`config.mk`:
```
export PLATFORM = sky130hd
export DESIGN_NAME = pfd_sequencer
export DESIGN_NICKNAME = d
export VERILOG_FILES = /design/src/rtl/pfd_pkg.sv /design/src/rtl/pfd_sync.sv /design/src/rtl/pfd_recovery_fsm.sv /design/src/rtl/pfd_access_gate.sv /design/src/rtl/pfd_sequencer.sv
export SDC_FILE = /design/constraint.sdc
export NUM_CORES = 1
export LEC_CHECK = 0
export BUFFER_PORTS_ARGS = -buffer_cell sky130_fd_sc_hd__buf_2
export CORE_MARGIN = 2
export CORE_UTILIZATION = 45
export CTS_BUF_LIST = sky130_fd_sc_hd__clkbuf_16
export CTS_CLUSTER_DIAMETER = 150
export DETAILED_ROUTE_END_ITERATION = 8
export GPL_ROUTABILITY_DRIVEN = 0
export GPL_TIMING_DRIVEN = 0
export PLACE_DENSITY = 0.69
export SYNTH_ARGS = -nofsm -noshare
export SYNTH_HDL_FRONTEND = slang
export SYNTH_SLANG_ARGS = --single-unit
```
`constraint.sdc`:
```
create_clock -name clk -period 1.4 [get_ports clk]
set_input_delay 0.28 -clock clk [delete_from_list [all_inputs] [get_ports clk]]
set_output_delay 0.28 -clock clk [all_outputs]
set_load 0.1 [all_outputs]
```
`src/rtl/pfd_pkg.sv`:
```
package pfd_pkg;
  typedef enum logic [1:0] {
    PS_DOWN    = 2'd0,
    PS_RECOVER = 2'd1,
    PS_RUN     = 2'd2
  } pstate_e;

  localparam int FLAG_UPPER  = 0;
  localparam int FLAG_LOWER  = 1;
  localparam int FLAG_SWITCH = 2;
  localparam int NFLAGS      = 3;
endpackage

```
`src/rtl/pfd_sync.sv`:
```
module pfd_sync #(
  parameter int W = 3,
  parameter int STAGES = 2,
  parameter logic [W-1:0] RST_VAL = '1
) (
  input  logic         clk,
  input  logic         rst,
  input  logic [W-1:0] d,
  output logic [W-1:0] q
);
  logic [W-1:0] pipe [STAGES];

  always_ff @(posedge clk) begin
    if (rst) begin
      for (int i = 0; i < STAGES; i++) pipe[i] <= RST_VAL;
    end else begin
      pipe[0] <= d;
      for (int i = 1; i < STAGES; i++) pipe[i] <= pipe[i-1];
    end
  end

  assign q = pipe[STAGES-1];
endmodule

```
`src/rtl/pfd_recovery_fsm.sv`:
```
module pfd_recovery_fsm
  import pfd_pkg::*;
#(
  parameter int REC_TICKS = 100
) (
  input  logic clk,
  input  logic rst,
  input  logic bad,
  input  logic tick,
  output logic run_d
);
  localparam int CNT_W = (REC_TICKS > 1) ? $clog2(REC_TICKS) : 1;
  localparam logic [CNT_W-1:0] LAST = CNT_W'(REC_TICKS - 1);

  pstate_e          state_q, state_d;
  logic [CNT_W-1:0] cnt_q, cnt_d;
  logic             run_q;

  always_comb begin
    state_d = state_q;
    cnt_d   = cnt_q;
    if (bad) begin
      state_d = PS_DOWN;
      cnt_d   = '0;
    end else begin
      case (state_q)
        PS_DOWN: begin
          state_d = PS_RECOVER;
          cnt_d   = '0;
        end
        PS_RECOVER: begin
          if (tick) begin
            if (cnt_q == LAST) begin
              state_d = PS_RUN;
              cnt_d   = '0;
            end else begin
              cnt_d = cnt_q + CNT_W'(1);
            end
          end
        end
        PS_RUN:  state_d = PS_RUN;
        default: state_d = PS_DOWN;
      endcase
    end
  end

  always_ff @(posedge clk) begin
    if (rst) begin
      state_q <= PS_DOWN;
      cnt_q   <= '0;
    end else begin
      state_q <= state_d;
      cnt_q   <= cnt_d;
    end
  end

  assign run_d = (state_d == PS_RUN);
  assign run_q = (state_q == PS_RUN);


  bad_blocks_run_chk: assert property (@(posedge clk) disable iff (rst)
    bad |=> !run_q);


  run_entry_on_tick_chk: assert property (@(posedge clk) disable iff (rst)
    $rose(run_q) |-> ($past(tick) && $past(state_q == PS_RECOVER)));


  cnt_bound_chk: assert property (@(posedge clk) disable iff (rst)
    cnt_q <= LAST);
endmodule

```
`src/rtl/pfd_access_gate.sv`:
```
module pfd_access_gate (
  input  logic clk,
  input  logic rst,
  input  logic run_d,
  input  logic host_ce_n,
  input  logic host_we_n,
  input  logic host_oe_n,
  output logic mem_ce_n,
  output logic mem_we_n,
  output logic dq_oe
);
  logic armed_q;
  logic ce_q, we_q, oe_q;

  always_ff @(posedge clk) begin
    if (rst) begin
      armed_q <= 1'b0;
      ce_q    <= 1'b0;
      we_q    <= 1'b0;
      oe_q    <= 1'b0;
    end else begin
      armed_q <= run_d & (armed_q | host_we_n);
      ce_q    <= run_d & ~host_ce_n;
      we_q    <= run_d & armed_q & ~host_ce_n & ~host_we_n;
      oe_q    <= run_d & ~host_ce_n & ~host_oe_n & host_we_n;
    end
  end

  assign mem_ce_n = ~ce_q;
  assign mem_we_n = ~we_q;
  assign dq_oe    = oe_q;


  no_drive_in_write_chk: assert property (@(posedge clk) disable iff (rst)
    dq_oe |-> mem_we_n);


  strobe_needs_select_chk: assert property (@(posedge clk) disable iff (rst)
    (!mem_we_n || dq_oe) |-> !mem_ce_n);
endmodule

```
`src/rtl/pfd_sequencer.sv`:
```
module pfd_sequencer
  import pfd_pkg::*;
#(
  parameter int REC_TICKS   = 100,
  parameter int SYNC_STAGES = 2
) (
  input  logic clk,
  input  logic rst,
  input  logic vcc_below_upper,
  input  logic vcc_below_lower,
  input  logic vcc_below_switch,
  input  logic tick_ms,
  input  logic host_ce_n,
  input  logic host_we_n,
  input  logic host_oe_n,
  output logic mem_ce_n,
  output logic mem_we_n,
  output logic dq_drive_en,
  output logic write_protect,
  output logic batt_sel
);
  logic [NFLAGS-1:0] raw_flags, s_flags;
  logic              bad, run_d;
  logic              prot_q, batt_q;

  always_comb begin
    raw_flags              = '0;
    raw_flags[FLAG_UPPER]  = vcc_below_upper;
    raw_flags[FLAG_LOWER]  = vcc_below_lower;
    raw_flags[FLAG_SWITCH] = vcc_below_switch;
  end

  pfd_sync #(
    .W(NFLAGS), .STAGES(SYNC_STAGES), .RST_VAL({NFLAGS{1'b1}})
  ) u_sync (
    .clk(clk), .rst(rst), .d(raw_flags), .q(s_flags)
  );

  assign bad = |s_flags;

  pfd_recovery_fsm #(.REC_TICKS(REC_TICKS)) u_fsm (
    .clk(clk), .rst(rst), .bad(bad), .tick(tick_ms), .run_d(run_d)
  );

  pfd_access_gate u_gate (
    .clk(clk), .rst(rst), .run_d(run_d),
    .host_ce_n(host_ce_n), .host_we_n(host_we_n), .host_oe_n(host_oe_n),
    .mem_ce_n(mem_ce_n), .mem_we_n(mem_we_n), .dq_oe(dq_drive_en)
  );

  always_ff @(posedge clk) begin
    if (rst) begin
      prot_q <= 1'b1;
      batt_q <= 1'b1;
    end else begin
      prot_q <= ~run_d;
      batt_q <= s_flags[FLAG_SWITCH];
    end
  end

  assign write_protect = prot_q;
  assign batt_sel      = batt_q;


  batt_implies_prot_chk: assert property (@(posedge clk) disable iff (rst)
    batt_sel |-> write_protect);


  select_only_unprot_chk: assert property (@(posedge clk) disable iff (rst)
    !mem_ce_n |-> !write_protect);


  write_cut_with_prot_chk: assert property (@(posedge clk) disable iff (rst)
    $rose(write_protect) |-> (mem_we_n && !dq_drive_en));
endmodule

```
# --- Yosys cells after proc, flatten, opt, wreduce, memory -nomap -nowiden ---
# Memories as Yosys holds them, arrays and structs flattened.
# Cells that the tools add are included.
word_totals:
  regBits: 15
  mem_bits_rw: 6
  output_inout_bits: 5
  mem_count: 1
memory_table:
  columns: ["name", "depth", "width", "rd", "rd_ports_with_merged_regs", "write_ports", "line_no", "rtl"]
  rows:
  - ["u_sync.pipe", 2, 3, 2, 0, 2, "pfd_sync.sv:11", "logic [W-1:0] pipe [STAGES];"]
op_classes:
  add_sub_neg: 1
  eq_ne: 5
  mux: 12
  bitwise: 16
  n_reduce_logical: 5
op_table:
  columns: ["operator", "n"]
  rows:
  - ["7-bit 2-to-1 mux", 2]
  - ["7-bit one-hot mux with 2 select lines", 1]
  - ["7-bit by 1-bit adder with 7-bit output, second input constant", 1]
  - ["1-bit AND", 7]
  - ["7-bit == test, second input constant", 1]
  - ["2-bit 2-to-1 mux", 3]
  - ["3-bit 2-to-1 mux", 2]
  - ["1-bit NOT", 6]
  - ["2-bit one-hot mux with 3 select lines", 1]
  - ["2-bit == test, second input constant", 2]
  - ["4-bit OR reduction", 1]
  - ["1-bit 2-to-1 mux", 3]
  - ["1-bit bitwise OR", 3]
  - ["3-bit OR reduction", 1]
  - ["2-bit by 1-bit == test with 1-bit output, second input constant", 1]
  - ["2-bit logical NOT", 1]
  - ["2-bit inequality test, second input constant", 1]
  - ["2-bit AND reduction", 1]
  - ["2-bit nonzero test", 1]

# --- Depth between registers and ports, before layout ---
# Gate-level depths: netlist (run 1).
depth:
  depth_word: 9
  mapped_depth: 5

# --- Cells and area by module ---
# From an unflattened synthesis (run 1), not the netlist that was laid out.
hier_totals:
  hier_cells: 84
  hier_area_um2: 832.0
modules_own_cells:
  columns: ["module", "instances", "cells_each", "area_per_inst_um2", "seq_area_each_um2"]
  rows:
  - ["pfd_recovery_fsm", 1, 52, 456.7, 180.2]
  - ["pfd_sync", 1, 15, 180.2, 120.1]
  - ["pfd_access_gate", 1, 12, 136.4, 80.1]
  - ["pfd_sequencer", 1, 5, 58.8, 40.0]

# --- Least setup slack after synthesis (run 1) ---
# No wires, ideal clock.
synth_path:
  path_kind: "register to register"
  startpoint: "register u_fsm.cnt_q[0]"
  endpoint: "register u_gate.oe_q (netlist: u_gate.dq_oe)"
  setup_ns: 0.087
  arrival_ns: 1.363
  required_time_ns: 1.313
  slack_ns: -0.050
  path_stages_with_launch: 6
  synth_period_minus_slack_ns: 1.450
  path_cell_list: "dfxtp_1 > ha_1 > nand2b_1 > o32ai_1 > nand2b_4 > nor4b_2"
synth_via:
  elab_chain_cells: 9
synth_lines:
  columns: ["element", "line_no", "rtl"]
  rows:
  - ["start: declaration", "pfd_recovery_fsm.sv:16", "logic [CNT_W-1:0] cnt_q, cnt_d;"]
  - ["start signal: assignment", "pfd_recovery_fsm.sv:53", "cnt_q <= cnt_d;"]
  - ["7-bit == test", "pfd_recovery_fsm.sv:33", "if (cnt_q == LAST) begin"]
  - ["2-bit 2-to-1 mux", "pfd_recovery_fsm.sv:33", null]
  - ["2-bit 2-to-1 mux", "pfd_recovery_fsm.sv:32", "if (tick) begin"]
  - ["2-bit one-hot mux with 3 select lines", "pfd_recovery_fsm.sv:26", "case (state_q)"]
  - ["2-bit 2-to-1 mux", "pfd_recovery_fsm.sv:22", "if (bad) begin"]
  - ["2-bit == test", "pfd_recovery_fsm.sv:57", "assign run_d = (state_d == PS_RUN);"]
  - ["1-bit AND (3 in a row)", "pfd_access_gate.sv:25", "oe_q <= run_d & ~host_ce_n & ~host_oe_n & host_we_n;"]
  - ["end signal: assignment", "pfd_access_gate.sv:25", null]
  - ["end: declaration", "pfd_access_gate.sv:13", "logic ce_q, we_q, oe_q;"]
# No other way between the ends.
# A chain may end at the register's enable or synchronous reset.

==> impl_metrics.env, run 1 <==
export IMPL_grt_pass1_wl_mm=2.08
export IMPL_cts_buffers_inserted=3
export IMPL_status="finished clean"
export IMPL_synth_cell_types=27
export IMPL_synth_area_um2=786
export IMPL_grt_ovfl_total=0
export IMPL_io_buffers=13
export IMPL_relSlewSlack_pct=67.6
export IMPL_internal_power_mw=1.00
export IMPL_drt_iter0_markers=6
export IMPL_cts_clk_slew_worst_paths_ns=0.06
export IMPL_finalCritPeriodShare_pct=99.9
export IMPL_synth_ff_type="dfxtp_1"
export IMPL_grt_pass1_vias=515
export IMPL_report_final_slew_viol_count=0
export IMPL_netlist_top_cells_count="dfxtp_1, nor2_1, or2_2, inv_1"
export IMPL_yosys_area_top_type="dfxtp_1"
export IMPL_antenna_left=0
export IMPL_vias=608
export IMPL_die_area_mm2=0.00210
export IMPL_worstPathRequired_ns=1.57
export IMPL_yosys_cell_count_top_type="dfxtp_1"
export IMPL_die_w_um=45.8
export IMPL_clk_latency_ns=0.26
export IMPL_drc=0
export IMPL_wirelength_mm=1.35
export IMPL_yosysWarningCount=0
export IMPL_yosysSeqAreaShare_pct=53.5
export IMPL_final_layout_size_suffix_gt1_share_pct=42.0
export IMPL_firstDrtPassIters=3
export IMPL_crit_path_max_incr_delay_ns=0.40
export IMPL_hold_viol=0
export IMPL_rsz0062_at_grt="true"
export IMPL_postPlaceCellArea_um2=880
export IMPL_async_flop_share_pct=0
export IMPL_crit_path_max_fanout=5
export IMPL_hold_path_class="primary input to flop"
export IMPL_synthCells=78
export IMPL_nets=111
export IMPL_synth_top_cell_area_share_pct=53.5
export IMPL_p_switching_uw=241
export IMPL_cp_top_family="simple AND/OR/NAND/NOR gates"
export IMPL_core_mm2=0.00169
export IMPL_cts_htree_levels=1
export IMPL_p_sw_share_pct=19.4
export IMPL_cp_end_kind="flop"
export IMPL_worstSetupStartpointType="flop"
export IMPL_syn_avg_cell_area_um2=10.1
export IMPL_syn_num_nets=88
export IMPL_p_leak_nw=0.388
export IMPL_grt_start_max_net_pins=12
export IMPL_critPathSlowestCell="or3_4"
export IMPL_wire_per_inst_um=11.5
export IMPL_antenna_found_initial=0
export IMPL_dp_hpwl_um=871
export IMPL_criticalPathCategory="flop to flop"
export IMPL_die_h_um=45.8
export IMPL_cap_violations=0
export IMPL_cts_tree="done"
export IMPL_combPwrFrac_pct=2.5
export IMPL_routed_via_density=5.20
export IMPL_ys_seq_elements=21
export IMPL_stdcell_area_mm2=0.00107
export IMPL_fin_tns_setup_ns=0
export IMPL_power_frac_clock_pct=48.6
export IMPL_cts_sinks=21
export IMPL_final_setup_viol_count=0
export IMPL_rows=15
export IMPL_total_power_mw=1.24
export IMPL_finalCriticalPeriod_ns=1.40
export IMPL_boundaryPins=14
export IMPL_power_density_mw_per_mm2=1160
export IMPL_dp_slack_ns=-0.199
export IMPL_clockBufferDepth=2
export IMPL_cp_arrival_ns=1.57
export IMPL_clockRootBuffer="clkbuf_16"
export IMPL_syn2layout_area_growth_pct=35.7
export IMPL_initial_core_util_pct=46.5
export IMPL_setup_slack_ns=0.00111
export IMPL_skew_ns=0.00355
export IMPL_cts_hold_buf=0
export IMPL_synth_edf_count=0
export IMPL_fmax_ghz=0.715
export IMPL_p_seq_share_pct=48.8
export IMPL_synth_top_cells_by_area="dfxtp_1, or2_2, nor2_1"
export IMPL_critPathBufInv=0
export IMPL_n_antenna_cell=0
export IMPL_crit_chain="or2_1 > or3_4 > nand2b_4 > nor4b_4"
export IMPL_vdd_ir_drop_worst_mv=0.893
export IMPL_tightest_slew_ns=0.483
export IMPL_track_usage_pct=15.0
-- timing repair --
| action | CTS | global route |
|---|---|---|
| pin swaps | 2 | 7 |
| endpoints found under the hold margin | 0 | 0 |
| buffers inserted | 2 | 4 |
| setup endpoints to repair | 2 | 4 |
| resized for setup | 1 | 11 |
-- sequential cells by signal, summed over array words and instances, names as in the netlist --
register and cells:
write_protect 1, u_fsm.cnt_q 7, u_gate.we_q 1, u_fsm.state_q 2
batt_sel 1, u_gate.dq_oe 1, u_sync.pipe 6, u_gate.armed_q 1
u_gate.ce_q 1
-- cells in the final DEF, fill, tap and decap left out, types with 3 or more instances in the layout --
cell type and count:
buf_2 13, or2_2 7, nand3_1 4, inv_1 6
nor2_1 8, or3_1 3, nand2_1 3, dfxtp_1 18
clkbuf_16 3, buf_4 6
-- worst reg2reg max path: stages (launching register included) --
cell      delay, ns
dfxtp_1        0.29
or2_1          0.21
or3_4          0.40
nand2b_4       0.18
nor4b_4        0.24
-- path summary, 6_finish.rpt --
| path | startpoint | cells past startpoint | slack, ns | to |
|---|---|---|---|---|
| setup / recovery | u_sync.pipe[0][5] | 4 | 0.001 | u_gate.we_q |
| hold / removal | host_oe_n | 2 | 0.19 | u_gate.dq_oe |
| hold reg to reg | u_sync.pipe[0][2] | 1 | 0.41 | u_sync.pipe[0][5] |
| setup reg to reg | u_sync.pipe[0][5] | 4 | 0.001 | u_gate.we_q |
-- power groups by stage --
stage / clock network [mW] / registers [mW] / logic [mW]
after floorplan: 0 / 0.626 / 0.00820
after global placement: 0 / 0.621 / 0.0294
after detailed placement: 0 / 0.621 / 0.0302
after CTS: 0.606 / 0.608 / 0.0304
after global routing: 0.629 / 0.607 / 0.0343
final: 0.604 / 0.606 / 0.0314
-- layout make-up --
class                           count  area [um^2]
Clock buffer                        3         75.1
Clock inverter                      1         3.75
Fill cell                         145          623
Inverter                            5         18.8
Multi-Input combinational cell     51          410
Sequential cell                    21          427
Tap cell                           17         21.3
Timing Repair Buffer               19          110
-- per-stage QoR --
stage / cells / hold slack, ns / utilization, %
CTS: 114 / 0.185 / 57.7
floorplan: 78 / 0.351 / -
global placement: 108 / 0.392 / 52.1
finish: 117 / 0.185 / 63.1
global route: 117 / 0.184 / 63.1
detailed placement: 108 / 0.397 / 52.1
-- cell families after synthesis --
logic type | after synthesis | share of synthesized area (%)
buf+inv | 6 | 3.82
flops | 21 | 53.5
xor+xnor | 1 | 1.11
mux | 1 | 1.27
compound gates | 12 | 10.2
simple gates | 36 | 28.5
fa+ha+maj | 1 | 1.59
-- layer usage --
metal / vias up / global-route usage, % / part of all wire [%]
li1: 315 / - / -
met1: 276 / 18.1 / 48
met2: 13 / 20.6 / 44
met3: 4 / 3.97 / 4.5
met4: 0 / 15.4 / 3.9
met5: - / 0 / 0
Power figures use the tool's default switching activity.
==> run 2, diff against run 1 <==
ABC_AREA = 1   (was not set)
==> impl_metrics.env, run 2 <==
export IMPL_finalCriticalPeriod_ns=1.28
export IMPL_fin_tns_setup_ns=0
export IMPL_crit_start="u_gate.ce_q"
export IMPL_final_setup_viol_count=0
export IMPL_grt_ovfl_total=0
export IMPL_n_antenna_cell=0
export IMPL_hold_viol=0
export IMPL_vias=660
export IMPL_rows=15
export IMPL_wire_per_inst_um=9.84
export IMPL_worstHoldStart="vcc_below_lower"
export IMPL_worstSetupStartpointType="flop"
export IMPL_relSlewSlack_pct=67.5
export IMPL_cts_clk_slew_worst_paths_ns=0.05
export IMPL_synth_top_cells_by_area="dfxtp_1, nor2_1, inv_1"
export IMPL_gr_usage_met2_pct=25.0
export IMPL_synth_ff_type="dfxtp_1"
export IMPL_grtUsageMet3_pct=4.62
export IMPL_synth_top_cell_area_share_pct=51.1
export IMPL_regMostFlops="u_fsm.cnt_q"
export IMPL_crit_chain="inv_1 > buf_2"
export IMPL_core_mm2=0.00173
export IMPL_power_frac_clock_pct=48.0
export IMPL_firstDrtPassIters=4
export IMPL_cts_sinks=21
export IMPL_track_usage_pct=15.5
export IMPL_power_density_mw_per_mm2=1230
export IMPL_grt_pass1_wl_mm=2.28
export IMPL_cts_tree="done"
export IMPL_fmax_ghz=0.783
export IMPL_clk_latency_ns=0.25
export IMPL_yosysWarningCount=0
export IMPL_p_switching_uw=224
export IMPL_hold_path_class="primary input to flop"
export IMPL_critPathBufInv=2
export IMPL_worstPathRequired_ns=1.12
export IMPL_gr_max_usage_layer="met2"
export IMPL_vdd_ir_drop_worst_mv=0.941
export IMPL_fillers=177
export IMPL_boundaryPins=14
export IMPL_internal_power_mw=1.01
export IMPL_synth_area_um2=822
export IMPL_critPathSlowestCell="buf_2"
export IMPL_die_area_mm2=0.00218
export IMPL_tightest_slew_ns=0.492
export IMPL_ys_seq_elements=21
export IMPL_cp_top_family="buffers and inverters"
export IMPL_async_flop_share_pct=0
export IMPL_drt_iter0_markers=4
export IMPL_grt_start_max_net_pins=13
export IMPL_multi_input_area_um2=329
export IMPL_finalCritPeriodShare_pct=91.2
export IMPL_yosys_area_top_type="dfxtp_1"
export IMPL_p_sw_share_pct=18.2
export IMPL_dp_hpwl_mm=1.01
export IMPL_cts_resized=0
export IMPL_io_buffers=13
export IMPL_criticalPathCategory="flop to output port"
export IMPL_cap_violations=0
export IMPL_nets=133
export IMPL_yosys_cell_count_top_type="dfxtp_1"
export IMPL_skew_ns=0.00230
export IMPL_wirelength_mm=1.45
export IMPL_grt_pass1_vias=552
export IMPL_crit_path_max_fanout=1
export IMPL_cts_htree_levels=1
export IMPL_drc=0
export IMPL_setup_slack_ns=0.124
export IMPL_largest_reg_flops=7
export IMPL_netlist_top_cells_count="dfxtp_1, nor2_1, inv_1, nand2_1, or2_2"
export IMPL_clockRootBuffer="clkbuf_16"
export IMPL_syn_num_nets=115
export IMPL_die_w_um=46.7
export IMPL_die_h_um=46.7
export IMPL_report_final_slew_viol_count=0
export IMPL_antenna_left=0
export IMPL_top_regs="u_fsm.cnt_q (7), u_sync.pipe (6), u_fsm.state_q (2)"
export IMPL_routed_via_density=4.49
export IMPL_cts_buffers_inserted=3
export IMPL_grt_met1_usage_pct=18.1
export IMPL_syn_avg_cell_area_um2=7.83
export IMPL_synthCells=105
export IMPL_cts_setup_buffers=0
export IMPL_combPwrFrac_pct=2.5
export IMPL_cts_hold_buf=0
export IMPL_synth_cell_types=18
export IMPL_final_layout_size_suffix_gt1_share_pct=24.6
export IMPL_rsz0062_at_grt="false"
export IMPL_final_cell_mix="dfxtp_1, nor2_1, inv_1"
export IMPL_synth_edf_count=0
export IMPL_dp_slack_ns=0.123
export IMPL_clockBufferDepth=2
export IMPL_yosysSeqAreaShare_pct=51.1
export IMPL_p_leak_nw=0.447
export IMPL_status="finished clean"
export IMPL_antenna_found_initial=0
export IMPL_regToRegStartpoint="u_fsm.cnt_q[1]"
export IMPL_regArea_um2=420
export IMPL_initial_core_util_pct=47.6
export IMPL_final_common_cell="dfxtp_1"
export IMPL_p_seq_share_pct=49.5
export IMPL_syn2layout_area_growth_pct=21.8
export IMPL_cp_arrival_ns=1.00
export IMPL_crit_path_max_incr_delay_ns=0.41
export IMPL_cp_end_kind="output port"
run 2: routing by layer:
layer	up-vias	wire length [um]
met2	11	695
met1	289	691
li1	358	-
met4	0	9
met5	-	0
met3	2	50
run 2: final cells by class:
type                       count  area share [%]
clock inverter                 1           0.500
sequential                    21            42.0
inverter                      17            6.38
buffer                         1            1.13
clock buffer                   3            7.50
tap                           25            3.13
timing repair buffer          13            6.50
multi-input combinational     66            32.9
run 2: metrics by stage:
| step | utilization (%) | instances | hold slack (ns) | total power, mW | instance area, um^2 |
|---|---|---|---|---|---|
| after floorplan | - | 105 | 0.384 | 0.637 | 822 |
| after global placement | 53.2 | 143 | 0.392 | 0.651 | 918 |
| after detailed placement | 53.2 | 143 | 0.398 | 0.652 | 918 |
| after CTS | 57.8 | 147 | 0.203 | 1.25 | 998 |
| after global routing | 58.0 | 147 | 0.207 | 1.27 | 1000 |
| final | 58.0 | 147 | 0.206 | 1.23 | 1000 |
run 2: path summary, 6_finish.rpt:
path	slack (ns)	cells after the start	to
worst max-delay path	0.12	2	mem_ce_n
worst min-delay path	0.21	2	u_sync.pipe[0][1]
worst max register to register	0.12	7	u_gate.we_q
worst min register to register	0.41	1	u_sync.pipe[0][5]
run 2: kinds of logic (layout without fill, tap and decap cells):
group | count (synthesis) | in the layout | synth area share (%)
buffers and inverters | 18 | 35 | 9.13
adders and majority gates | 1 | 1 | 1.52
and+or+nand+nor | 54 | 54 | 30.6
AOI/OAI and AO/OA | 10 | 10 | 6.54
xor gates and xnor gates | 1 | 1 | 1.07
DFF | 21 | 21 | 51.1
run 2: power by group through the flow:
stage	sequential, mW	combinational, mW	clock, mW
after floorplan	0.627	0.0104	0
after global placement	0.621	0.0300	0
after detailed placement	0.622	0.0304	0
after CTS	0.609	0.0311	0.606
after global routing	0.609	0.0332	0.630
final	0.609	0.0308	0.590
==> run 3, diff against run 2 <==
PLACE_DENSITY = not set   (was 0.69)
PLACE_DENSITY_LB_ADDON = 0.25   (was not set)
==> impl_metrics.env, run 3 (synthesis gave the netlist of run 2 again) <==
export IMPL_die_w_um=46.7
export IMPL_dpl_cell_count=143
export IMPL_stdcell_area_mm2=0.00100
export IMPL_worstSetupStartpointType="flop"
export IMPL_rows=15
export IMPL_relSlewSlack_pct=67.9
export IMPL_fmax_ghz=0.790
export IMPL_hold_path_class="primary input to flop"
export IMPL_regMostFlops="u_fsm.cnt_q"
export IMPL_boundaryPins=14
export IMPL_report_final_slew_viol_count=0
export IMPL_dp_hpwl_mm=1.02
export IMPL_final_common_cell="dfxtp_1"
export IMPL_initial_core_util_pct=47.6
export IMPL_finalCritPeriodShare_pct=90.5
export IMPL_largest_reg_flops=7
export IMPL_status="finished clean"
export IMPL_fillers=165
export IMPL_p_leak_nw=0.448
export IMPL_postPlaceCellArea_um2=918
export IMPL_grt_pass1_wl_mm=2.22
export IMPL_cts_htree_levels=1
export IMPL_die_h_um=46.7
export IMPL_nets=133
export IMPL_rsz0062_at_grt="true"
export IMPL_top_regs="u_fsm.cnt_q (7), u_sync.pipe (6), u_fsm.state_q (2)"
export IMPL_cts_sinks=21
export IMPL_io_buffers=13
export IMPL_firstDrtPassIters=4
export IMPL_cp_arrival_ns=0.99
export IMPL_vias=653
export IMPL_criticalPathCategory="flop to output port"
export IMPL_routed_via_density=4.44
export IMPL_grt_ovfl_total=0
export IMPL_wire_per_inst_um=9.35
export IMPL_hold_viol=0
export IMPL_drt_iter0_markers=12
export IMPL_die_area_mm2=0.00218
export IMPL_drc=0
export IMPL_crit_path_max_fanout=1
export IMPL_skew_ns=0.00364
export IMPL_layout_cells_non_filler=147
export IMPL_grt_start_max_net_pins=13
export IMPL_clockBufferDepth=2
export IMPL_n_antenna_cell=0
export IMPL_worstPathRequired_ns=1.12
export IMPL_final_layout_size_suffix_gt1_share_pct=25.4
export IMPL_tightest_slew_ns=0.485
export IMPL_whs_ns=0.204
export IMPL_cts_clk_slew_worst_paths_ns=0.06
export IMPL_grt_pass1_vias=593
export IMPL_syn2layout_area_growth_pct=22.1
export IMPL_cts_setup_buffers=0
export IMPL_cts_tree="done"
export IMPL_vdd_ir_drop_worst_mv=0.848
export IMPL_final_cell_mix="dfxtp_1, nor2_1, inv_1"
export IMPL_final_setup_viol_count=0
export IMPL_clockRootBuffer="clkbuf_16"
export IMPL_antenna_found_initial=0
export IMPL_antenna_left=0
export IMPL_finalCriticalPeriod_ns=1.27
export IMPL_clk_latency_ns=0.25
export IMPL_cap_violations=0
export IMPL_core_mm2=0.00173
export IMPL_cts_buffers_inserted=3
export IMPL_power_density_mw_per_mm2=1230
export IMPL_multi_input_area_um2=332
export IMPL_wirelength_mm=1.37
export IMPL_cp_end_kind="output port"
export IMPL_track_usage_pct=14.9
export IMPL_regArea_um2=420
export IMPL_fin_tns_setup_ns=0
-- run 3: metrics by stage --
step	power, mW	worst slack [ns]	util (%)
3_5_place_dp	0.652	0.144	53.2
2_1_floorplan	0.637	0.211	-
3_3_place_gp	0.651	0.161	53.2
4_1_cts	1.25	0.126	57.8
5_1_grt	1.27	-0.000315	58.1
6_report	1.23	0.134	58.1
-- run 3: final timing paths --
| path | cells past startpoint | to | slack (ns) | start |
|---|---|---|---|---|
| max reg2reg | 7 | u_gate.dq_oe | 0.14 | u_fsm.cnt_q[1] |
| min | 2 | u_sync.pipe[0][1] | 0.20 | vcc_below_lower |
| max | 2 | mem_ce_n | 0.13 | u_gate.ce_q |
| min reg2reg | 1 | u_sync.pipe[0][3] | 0.41 | u_sync.pipe[0][0] |
-- run 3: routing by layer --
layer  vias up  track usage [%]  part of all wire, %
met5         -                0                    0
met4         0             11.1                 0.73
met3         2             3.46                  3.3
met2         9             25.0                   51
met1       287             16.2                   45
li1        355                -                    -
-- run 3: power by group --
group	switching [mW]	leakage, nW	internal (mW)
Sequential	0.00182	0.171	0.606
Clock	0.212	0.0409	0.383
Combinational	0.0142	0.236	0.0159
-- run 3: worst max-delay path, cell delays in order (launching register included) --
cell     delay, ns
dfxtp_1       0.29
inv_1         0.04
buf_2         0.41
-- run 3: area by class of cell --
type / instances / area share (%)
Buffer: 1 / 1.12
Inverter: 17 / 6.36
Sequential cell: 21 / 41.9
Multi-Input combinational cell: 66 / 33.0
Clock buffer: 3 / 7.48
Clock inverter: 1 / 0.499
Timing Repair Buffer: 13 / 6.48
Tap cell: 25 / 3.12
-- run 3: repair_timing --
item / in CTS / in global routing
endpoints found under the setup margin: 0 / 3
hold buffers: 0 / 0
resized for setup: 0 / 2
endpoints found under the hold margin: 0 / 0
